**config.mk**
```make
export PLATFORM = sky130hd
export DESIGN_NAME = prg_bank_mapper
export DESIGN_NICKNAME = d
export VERILOG_FILES = /design/src/rtl/prg_map_pkg.sv /design/src/rtl/prg_reg_file.sv /design/src/rtl/prg_window_decode.sv /design/src/rtl/prg_write_guard.sv /design/src/rtl/prg_bank_mapper.sv
export SDC_FILE = /design/constraint.sdc
export NUM_CORES = 1
export LEC_CHECK = 0
export BUFFER_PORTS_ARGS = -buffer_cell sky130_fd_sc_hd__buf_4
export CAP_MARGIN = 20
export CORE_MARGIN = 2
export CORE_UTILIZATION = 52
export DETAILED_ROUTE_END_ITERATION = 8
export PLACE_DENSITY = 0.8
export SYNTH_ARGS = -nofsm -noshare
export SYNTH_HDL_FRONTEND = slang
export SYNTH_SLANG_ARGS = --single-unit
```
**constraint.sdc**
```tcl
create_clock -name clk_i -period 2.9 [get_ports clk_i]
set_clock_uncertainty 0.2 [all_clocks]
set_input_delay 0.29 -clock clk_i [delete_from_list [all_inputs] [get_ports clk_i]]
set_output_delay 0.29 -clock clk_i [all_outputs]
set_load 0.05 [all_outputs]
```
**src/rtl/prg_map_pkg.sv**
```systemverilog
`timescale 1ns/1ps
package prg_map_pkg;

  typedef enum logic [1:0] {
    MODE_32K = 2'd0,
    MODE_16K = 2'd1,
    MODE_MIX = 2'd2,
    MODE_8K  = 2'd3
  } prg_mode_e;

  // register page high byte and offsets within it
  localparam logic [7:0] REG_PAGE   = 8'h51;
  localparam logic [7:0] REG_LAST   = 8'h17;
  localparam logic [4:0] OFF_MODE   = 5'h00;
  localparam logic [4:0] OFF_PROT_A = 5'h02;
  localparam logic [4:0] OFF_PROT_B = 5'h03;
  localparam logic [4:0] OFF_RAM    = 5'h13;
  localparam logic [4:0] OFF_WIN0   = 5'h14;

  localparam logic [1:0] PROT_A_KEY = 2'b10;
  localparam logic [1:0] PROT_B_KEY = 2'b01;

endpackage

```
**src/rtl/prg_reg_file.sv**
```systemverilog
`timescale 1ns/1ps
module prg_reg_file
  import prg_map_pkg::*;
#(
  parameter int DATA_W    = 8,
  parameter int WIN_N     = 4,
  parameter int RAM_SEL_W = 3
) (
  input  logic                          clk_i,
  input  logic                          rst_ni,
  input  logic                          wr_en_i,
  input  logic [4:0]                    wr_off_i,
  input  logic [DATA_W-1:0]             wr_data_i,
  output prg_mode_e                     mode_o,
  output logic [1:0]                    prot_a_o,
  output logic [1:0]                    prot_b_o,
  output logic [RAM_SEL_W-1:0]          ram_bank_o,
  output logic [WIN_N-1:0][DATA_W-1:0]  win_o
);

  prg_mode_e             mode_q;
  logic [1:0]            prot_a_q, prot_b_q;
  logic [RAM_SEL_W-1:0]  ram_q;

  always_ff @(posedge clk_i or negedge rst_ni) begin
    if (!rst_ni) begin
      mode_q   <= MODE_8K;
      prot_a_q <= '0;
      prot_b_q <= '0;
      ram_q    <= '0;
    end else if (wr_en_i) begin
      if (wr_off_i == OFF_MODE)   mode_q   <= prg_mode_e'(wr_data_i[1:0]);
      if (wr_off_i == OFF_PROT_A) prot_a_q <= wr_data_i[1:0];
      if (wr_off_i == OFF_PROT_B) prot_b_q <= wr_data_i[1:0];
      if (wr_off_i == OFF_RAM)    ram_q    <= wr_data_i[RAM_SEL_W-1:0];
    end
  end

  for (genvar i = 0; i < WIN_N; i++) begin : g_win
    localparam logic [4:0]        OFF = OFF_WIN0 + 5'(i);
    // top window boots into the last ROM bank, others into ROM bank 0
    localparam logic [DATA_W-1:0] RST = (i == WIN_N-1) ? {DATA_W{1'b1}}
                                                       : {1'b1, {(DATA_W-1){1'b0}}};
    logic [DATA_W-1:0] q;
    always_ff @(posedge clk_i or negedge rst_ni) begin
      if (!rst_ni)                          q <= RST;
      else if (wr_en_i && wr_off_i == OFF)  q <= wr_data_i;
    end
    assign win_o[i] = q;
  end

  assign mode_o     = mode_q;
  assign prot_a_o   = prot_a_q;
  assign prot_b_o   = prot_b_q;
  assign ram_bank_o = ram_q;

endmodule

```
**src/rtl/prg_window_decode.sv**
```systemverilog
`timescale 1ns/1ps
module prg_window_decode
  import prg_map_pkg::*;
#(
  parameter int DATA_W    = 8,
  parameter int RAM_SEL_W = 3,
  localparam int BANK_W   = DATA_W - 1,
  localparam int WIN_N    = 4
) (
  input  prg_mode_e                     mode_i,
  input  logic [2:0]                    region_i,   // CPU address bits 15:13
  input  logic [WIN_N-1:0][DATA_W-1:0]  win_i,
  input  logic [RAM_SEL_W-1:0]          ram_bank_i,
  output logic                          hit_rom_o,
  output logic                          hit_ram_o,
  output logic [BANK_W-1:0]             bank_o
);

  logic [1:0]        slot;
  logic              in_ram_win, in_prg;
  logic [1:0]        sel;
  logic [1:0]        keep;       // low bank bits taken from the address
  logic [DATA_W-1:0] raw;
  logic [BANK_W-1:0] win_bank;
  logic              win_is_rom;

  assign slot       = region_i[1:0];
  assign in_prg     = region_i[2];
  assign in_ram_win = (region_i == 3'b011);

  always_comb begin
    sel  = slot;
    keep = 2'd0;
    unique case (mode_i)
      MODE_32K: begin sel = 2'd3; keep = 2'd2; end
      MODE_16K: begin sel = slot[1] ? 2'd3 : 2'd1; keep = 2'd1; end
      MODE_MIX: begin
        if (!slot[1]) begin sel = 2'd1; keep = 2'd1; end
        else          begin sel = slot; keep = 2'd0; end
      end
      default:  begin sel = slot; keep = 2'd0; end
    endcase

    raw = win_i[sel];
    unique case (keep)
      2'd2:    win_bank = {raw[BANK_W-1:2], slot};
      2'd1:    win_bank = {raw[BANK_W-1:1], slot[0]};
      default: win_bank = raw[BANK_W-1:0];
    endcase
    // last window register is ROM only
    win_is_rom = (sel == 2'd3) || raw[DATA_W-1];
  end

  assign hit_rom_o = in_prg && win_is_rom;
  assign hit_ram_o = in_ram_win || (in_prg && !win_is_rom);
  assign bank_o    = in_ram_win ? BANK_W'(ram_bank_i) : win_bank;

endmodule

```
**src/rtl/prg_write_guard.sv**
```systemverilog
`timescale 1ns/1ps
module prg_write_guard
  import prg_map_pkg::*;
(
  input  logic [1:0] prot_a_i,
  input  logic [1:0] prot_b_i,
  input  logic       cpu_we_i,
  input  logic       hit_ram_i,
  output logic       ram_we_o
);

  logic unlocked;

  assign unlocked = (prot_a_i == PROT_A_KEY) && (prot_b_i == PROT_B_KEY);
  assign ram_we_o = cpu_we_i && hit_ram_i && unlocked;

endmodule

```
**src/rtl/prg_bank_mapper.sv**
```systemverilog
`timescale 1ns/1ps
module prg_bank_mapper
  import prg_map_pkg::*;
#(
  parameter int DATA_W     = 8,
  parameter int PAGE_W     = 13,
  parameter int RAM_BANK_W = 2,
  localparam int ADDR_W    = 16,
  localparam int WIN_N     = 4,
  localparam int BANK_W    = DATA_W - 1,
  localparam int RAM_SEL_W = RAM_BANK_W + 1,
  localparam int ROM_AW    = BANK_W + PAGE_W,
  localparam int RAM_AW    = RAM_BANK_W + PAGE_W
) (
  input  logic              clk_i,
  input  logic              rst_ni,
  input  logic [ADDR_W-1:0] cpu_addr_i,
  input  logic [DATA_W-1:0] cpu_data_i,
  input  logic              cpu_we_i,
  output logic [ROM_AW-1:0] rom_addr_o,
  output logic [RAM_AW-1:0] ram_addr_o,
  output logic              ram_chip_o,
  output logic              rom_en_o,
  output logic              ram_en_o,
  output logic              ram_we_o
);

  prg_mode_e                    mode;
  logic [1:0]                   prot_a, prot_b;
  logic [RAM_SEL_W-1:0]         ram_bank;
  logic [WIN_N-1:0][DATA_W-1:0] win;
  logic                         reg_wr;
  logic                         hit_rom, hit_ram;
  logic [BANK_W-1:0]            bank;

  assign reg_wr = cpu_we_i && (cpu_addr_i[ADDR_W-1:8] == REG_PAGE)
                           && (cpu_addr_i[7:0] <= REG_LAST);

  prg_reg_file #(
    .DATA_W    (DATA_W),
    .WIN_N     (WIN_N),
    .RAM_SEL_W (RAM_SEL_W)
  ) u_regs (
    .clk_i      (clk_i),
    .rst_ni     (rst_ni),
    .wr_en_i    (reg_wr),
    .wr_off_i   (cpu_addr_i[4:0]),
    .wr_data_i  (cpu_data_i),
    .mode_o     (mode),
    .prot_a_o   (prot_a),
    .prot_b_o   (prot_b),
    .ram_bank_o (ram_bank),
    .win_o      (win)
  );

  prg_window_decode #(
    .DATA_W    (DATA_W),
    .RAM_SEL_W (RAM_SEL_W)
  ) u_dec (
    .mode_i     (mode),
    .region_i   (cpu_addr_i[ADDR_W-1:PAGE_W]),
    .win_i      (win),
    .ram_bank_i (ram_bank),
    .hit_rom_o  (hit_rom),
    .hit_ram_o  (hit_ram),
    .bank_o     (bank)
  );

  prg_write_guard u_guard (
    .prot_a_i  (prot_a),
    .prot_b_i  (prot_b),
    .cpu_we_i  (cpu_we_i),
    .hit_ram_i (hit_ram),
    .ram_we_o  (ram_we_o)
  );

  assign rom_addr_o = {bank, cpu_addr_i[PAGE_W-1:0]};
  assign ram_addr_o = {bank[RAM_BANK_W-1:0], cpu_addr_i[PAGE_W-1:0]};
  assign ram_chip_o = bank[RAM_BANK_W];
  assign rom_en_o   = hit_rom;
  assign ram_en_o   = hit_ram;

endmodule

```
Word-level counts from Yosys, hierarchy flattened
Cells that the tools add are included.

Memories kept: 0. Latch bits: 0. Input port bits: 27. ROM bits: 0. RAM bits: 0. Bits in registers: 41. Logic and storage cells: 55. Output and inout bits: 39.

Equal/unequal tests: 16. Reduce and logical (&&, ||, !) cells: 20. $add $sub $neg: 0. Bitwise gates (word level): 0. Shifts and indexed selects: 0. Multiplexer cells: 9. Div/mod/pow operators: 0. Multiply operators: 0. Order comparisons: 2.

Operator list (count): 5-bit == test, second input constant (5); 8-bit binary-select mux with 2-bit select (1); 2-bit case mux with 3 select lines (2); 1-bit logical AND (11); 5-bit by 2-bit == test with 1-bit output, second input constant (2); 2-bit == test, second input constant (4); 8-bit by 7-bit == test with 1-bit output, second input constant (1); 8-bit by 5-bit <= comparator with 1-bit output, second input constant (1); 8-bit 2-to-1 mux (1); 2-bit AND reduction (4); 7-bit 2-to-1 mux (1); 2-bit by 1-bit == test with 1-bit output, second input constant (3); 5-bit logical NOT (1); 2-bit 2-to-1 mux (2); 2-bit case mux with 2 select lines (1); 3-bit by 2-bit == test with 1-bit output, second input constant (1); 2-bit by 3-bit < comparator with 1-bit output, second input constant (1); 2-bit logical NOT (1); 1-bit logical OR (2); 1-bit logical NOT (1); 1-bit 2-to-1 mux (1).

Logic depth before layout (Yosys ltp)
Word-level depth: 10. Mapped depth: 10.

By module
A second synthesis with hierarchy kept.

Cell total of the unflattened synthesis: 214. Area total of the unflattened synthesis: 2502.4 um2.

Modules (own cells, without submodules): prg_reg_file (cells each 96, times used 1, area each 1647.8 um2, seq. area each 1042.2 um2); prg_window_decode (cells each 83, times used 1, area each 579.3 um2, seq. area each 0.0 um2); prg_bank_mapper (cells each 33, times used 1, area each 259.0 um2, seq. area each 0.0 um2); prg_write_guard (cells each 2, times used 1, area each 16.3 um2, seq. area each 0.0 um2).

Worst setup path after synthesis
Ideal clock, no wire load.

Path kind: register to output. Start: register u_regs.mode_q[1], in the netlist u_regs.mode_o[1]. End: output rom_addr_o[14]. Data required time: 2410 ps. Cell stages (with the launch flop): 7. Data arrival time: 3092 ps. Slack: -682 ps. Path buffers: 2. Path through: dfstp_2 -> clkbuf_1 -> mux2_2 -> ha_1 -> o221ai_1 -> o21ai_0 -> buf_4.

Longest elaborated chain between the ends: 6.

RTL lines: start: declaration (RTL line prg_reg_file.sv:21) `prg_mode_e mode_q;`; start signal: assignment (RTL line prg_reg_file.sv:32) `if (wr_off_i == OFF_MODE) mode_q <= prg_mode_e'(wr_data_i[1:0]);`; 2-bit == test, or another cell as far along (RTL line prg_window_decode.sv:34) `unique case (mode_i)`; 2-bit case mux with 3 select lines (RTL line prg_window_decode.sv:34); 8-bit binary-select mux with 2-bit select (RTL line prg_window_decode.sv:44) `raw = win_i[sel];`; 8-bit 2-to-1 mux (implied by the code) (RTL line prg_window_decode.sv:44); 2-bit case mux with 2 select lines * (RTL line prg_window_decode.sv:45) `unique case (keep)`; 7-bit 2-to-1 mux * (RTL line prg_window_decode.sv:56) `assign bank_o = in_ram_win ? BANK_W'(ram_bank_i) : win_bank;`; end: declaration (RTL line prg_bank_mapper.sv:20) `output logic [ROM_AW-1:0] rom_addr_o,`.

Mark *: on every way between the ends. The rest lies on a longest branch, timed or not. The select of a mux whose other input is x is not followed.

Worst setup path in the final report
Start: register u_regs.mode_q[0], in the netlist u_regs.mode_o[0]. End: output ram_addr_o[13].

Longest elaborated chain between the ends: 6.

RTL lines: 2-bit == test, or another cell as far along (RTL line prg_window_decode.sv:34); 2-bit case mux with 3 select lines (RTL line prg_window_decode.sv:34); 8-bit binary-select mux with 2-bit select (RTL line prg_window_decode.sv:44); 8-bit 2-to-1 mux (implied by the code) (RTL line prg_window_decode.sv:44); 2-bit case mux with 2 select lines * (RTL line prg_window_decode.sv:45); 7-bit 2-to-1 mux * (RTL line prg_window_decode.sv:56); end: declaration (RTL line prg_bank_mapper.sv:21) `output logic [RAM_AW-1:0] ram_addr_o,`.

Marked as above.

==> impl_metrics.py <==
metrics = {
    "power": {
        "p_leak_nw": 1.402,
        "total_power_mw": 1.274,
        "powerDensity_mw_per_mm2": 437.9,
        "ir_drop_mv": 0.3538,
    },
    "global_route": {
        "gr-usage-all-layers": 0.2093,
        "antenna_found_initial": 0,
        "grt_max_degree": 41,
        "grt_pass1_vias": 1628,
        "overflow": 0,
        "grt_pass1_wl_um": 8245,
    },
    "floorplanning": {
        "coreArea_sq_mm": 0.004354,
        "initial_core_util": 0.5425,
        "pin_count": 66,
        "die_w_um": 71.40,
        "fp.dieH_um": 71.40,
        "num_rows": 24,
        "dieArea_sq_mm": 0.005098,
    },
    "cts": {
        "clk_latency_ps": 290,
        "cts_sinks": 40,
        "numCtsBuffers": 5,
        "clk_path_buf_depth": 2,
        "htreeDepth": 2,
        "cts-root-buf": "clkbuf_8",
        "cts_tree": "yes",
        "path_clk_slew_ps": 70,
    },
    "logic_synthesis": {
        "ys_warn_count": 0,
        "syn_area_sq_mm": 0.002362,
        "syn_nets": 224,
        "ys_ff_latch": 40,
        "syn_avg_cell_area_sq_um": 12.11,
        "yosysSeqAreaShare": 0.4301,
        "syn_inst": 195,
        "ys_types": 45,
    },
    "worst_setup_path": {
        "required_ps": 2410,
        "cp_max_fo": 6,
        "critical_path_class": "reg2out",
        "cp-end-kind": "primary output",
        "cp.arrival_ps": 2310,
        "start_kind": "flip-flop",
    },
    "final_layout": {
        "final_area_sq_mm": 0.002909,
        "area_growth_syn_to_layout_pct": 23.15,
        "drive_gt1_frac": 0.6337,
        "diodes": 0,
        "utilization": 0.6681,
        "fin_nets": 271,
    },
    "timing": {
        "finalHoldWorstSlack_ps": 40.88,
        "slew_viol_final": 0,
        "hold_viol_final": 0,
        "fin_crit_ps": 2797,
        "max_freq_ghz": 0.3576,
        "slew_headroom": 0.6028,
        "min_period_over_period": 0.9644,
        "rsz0062_at_grt": "yes",
        "setup_viol": 0,
        "fin_tns_setup_ps": 0,
        "worstMarginPinSlew_ps": 591.2,
    },
    "drt": {
        "first_pass_iters": 4,
        "wl_per_cell_um": 16.43,
        "vias": 1625,
        "ant_nets": 0,
        "avgViaCountPerCell": 5.508,
        "wirelength_um": 4847,
        "drt_iter0_markers": 77,
        "drcViolationCount": 0,
    },
    "hold_path": {
        "min_path_type": "in2reg",
    },
    "run": {
        "drv_cap": 0,
    },
    "status": {
        "outcome": "completed",
    },
    "placement": {
        "place_congestion": 0.7825,
        "hpwlAfterDp_um": 3594,
        "numPortBuffers": 65,
        "placed_area_sq_mm": 0.002730,
    },
}
[worst max-delay path, stage by stage, from the launching register on]
cell     delay [ps]
dfstp_2         580
nor2_1          100
mux2_2          300
ha_1            360
o41ai_2         330
a41o_2          160
buf_4           190
[cells in the mapped netlist, drive strengths merged]
library cell | n | area (sq um)
mux2 | 41 | 461.7
buf | 30 | 222.7
dfrtp | 28 | 700.7
dfstp | 12 | 315.3
nand2 | 10 | 37.54
nor2 | 8 | 32.54
inv | 6 | 22.52
and2 | 4 | 25.02
clkbuf | 4 | 15.01
mux4 | 4 | 90.09
nand3 | 4 | 20.02
nor3 | 4 | 47.54
nor4 | 4 | 55.05
o21ai | 4 | 20.02
a211oi | 2 | 15.01
and3 | 2 | 12.51
ha | 2 | 25.02
nand2b | 2 | 12.51
nor3b | 2 | 15.01
nor4b | 2 | 30.03
or2 | 2 | 12.51
a2bb2oi | 1 | 8.760
a311oi | 1 | 8.760
a31oi | 1 | 6.260
a41o | 1 | 10.01
and4bb | 1 | 12.51
mux2i | 1 | 10.01
nand3b | 1 | 7.510
nand4 | 1 | 21.27
nand4bb | 1 | 11.26
nor2b | 1 | 6.260
nor4bb | 1 | 10.01
o21a | 1 | 7.510
o21ba | 1 | 10.01
o21bai | 1 | 7.510
o221ai | 1 | 8.760
o311a | 1 | 10.01
o31a | 1 | 8.760
o41ai | 1 | 8.760
[layout make-up]
cell class	count	area, sq um
clock buffer	7	96.34
clock inverter	1	30.03
fill	333	1445
inverter	6	22.52
multi-input combinational	115	1121
sequential	40	1016
tap	52	65.06
timing repair buffer	74	558.0
[power breakdown]
part / total (mW) / switching [mW] / internal [mW]
registers: 0.559 / 0.000120 / 0.559
clock network: 0.496 / 0.192 / 0.304
logic: 0.220 / 0.151 / 0.0686
total: 1.27 / 0.343 / 0.931
[sequential cells by signal, indices dropped and copies added, names as in the netlist]
name and count:
u_regs.g_win.q 31, u_regs.ram_bank_o 3, u_regs.mode_o 2, u_regs.prot_a_o 2, u_regs.prot_b_o 2
[placed cells by master, fill, tap and decap left out, drive strengths merged, types with 2 or more instances in the layout]
master,netlist,layout
mux4,4,4
dfstp,12,12
or2,2,2
nor2,8,8
a211oi,2,2
ha,2,2
nand2,10,10
inv,6,6
nor4,4,4
and3,2,2
dfrtp,28,28
nor3b,2,2
mux2,41,41
buf,30,73
o21ai,4,4
nor4b,2,2
nor3,4,4
nand3,4,4
clkbuf,4,7
and2,4,4
nand2b,2,2
[cell families (layout without fill, tap and decap cells)]
kind of cell,count (synthesis),after routing,share of synthesized area
AND/OR/NAND/NOR,50,50,0.1562
adder cells (fa/ha/maj),2,2,0.01059
AO/OA/AOI/OAI,17,17,0.05509
buffers and inverters,40,88,0.1102
multiplexers,46,46,0.2378
flip-flops,40,40,0.4301
[metrics by stage]
stage / worst slack [ps] / cells
finish: 103.4 / 295
global route: -11.84 / 295
CTS: 11.62 / 291
detailed placement: 344.4 / 282
global placement: 368.5 / 282
floorplan: 27.03 / 195
[worst paths after layout]
path / start / cells after the start / end / slack, ps
setup / recovery: u_regs.mode_o[0] / 6 / ram_addr_o[13] / 100
setup reg to reg: u_regs.mode_o[1] / 2 / u_regs.mode_o[1] / 1780
min in group asynchronous: rst_ni / 2 / u_regs.g_win[0].q[4] / 280
max in group asynchronous: rst_ni / 2 / u_regs.g_win[3].q[5] / 1830
hold reg to reg: u_regs.g_win[0].q[2] / 1 / u_regs.g_win[0].q[2] / 300
hold / removal: cpu_data_i[7] / 2 / u_regs.g_win[2].q[7] / 40
[timing repair]
item | 4_1_cts | 5_1_grt
setup endpoints to repair | 0 | 8
setup buffers | 0 | 4
gates resized for setup | 0 | 2
hold buffers | 1 | 0
hold endpoints to repair | 28 | 0
[metal layers]
metal,vias up,part of all wire,wire (um),GRT usage
met1,805,0.44,2109,0.2905
met4,0,0.019,91,0.07128
met5,-,0,0,0
li1,773,-,-,-
met3,9,0.034,167,0.03376
met2,38,0.51,2479,0.3374
(Power assumes the default switching activity.)
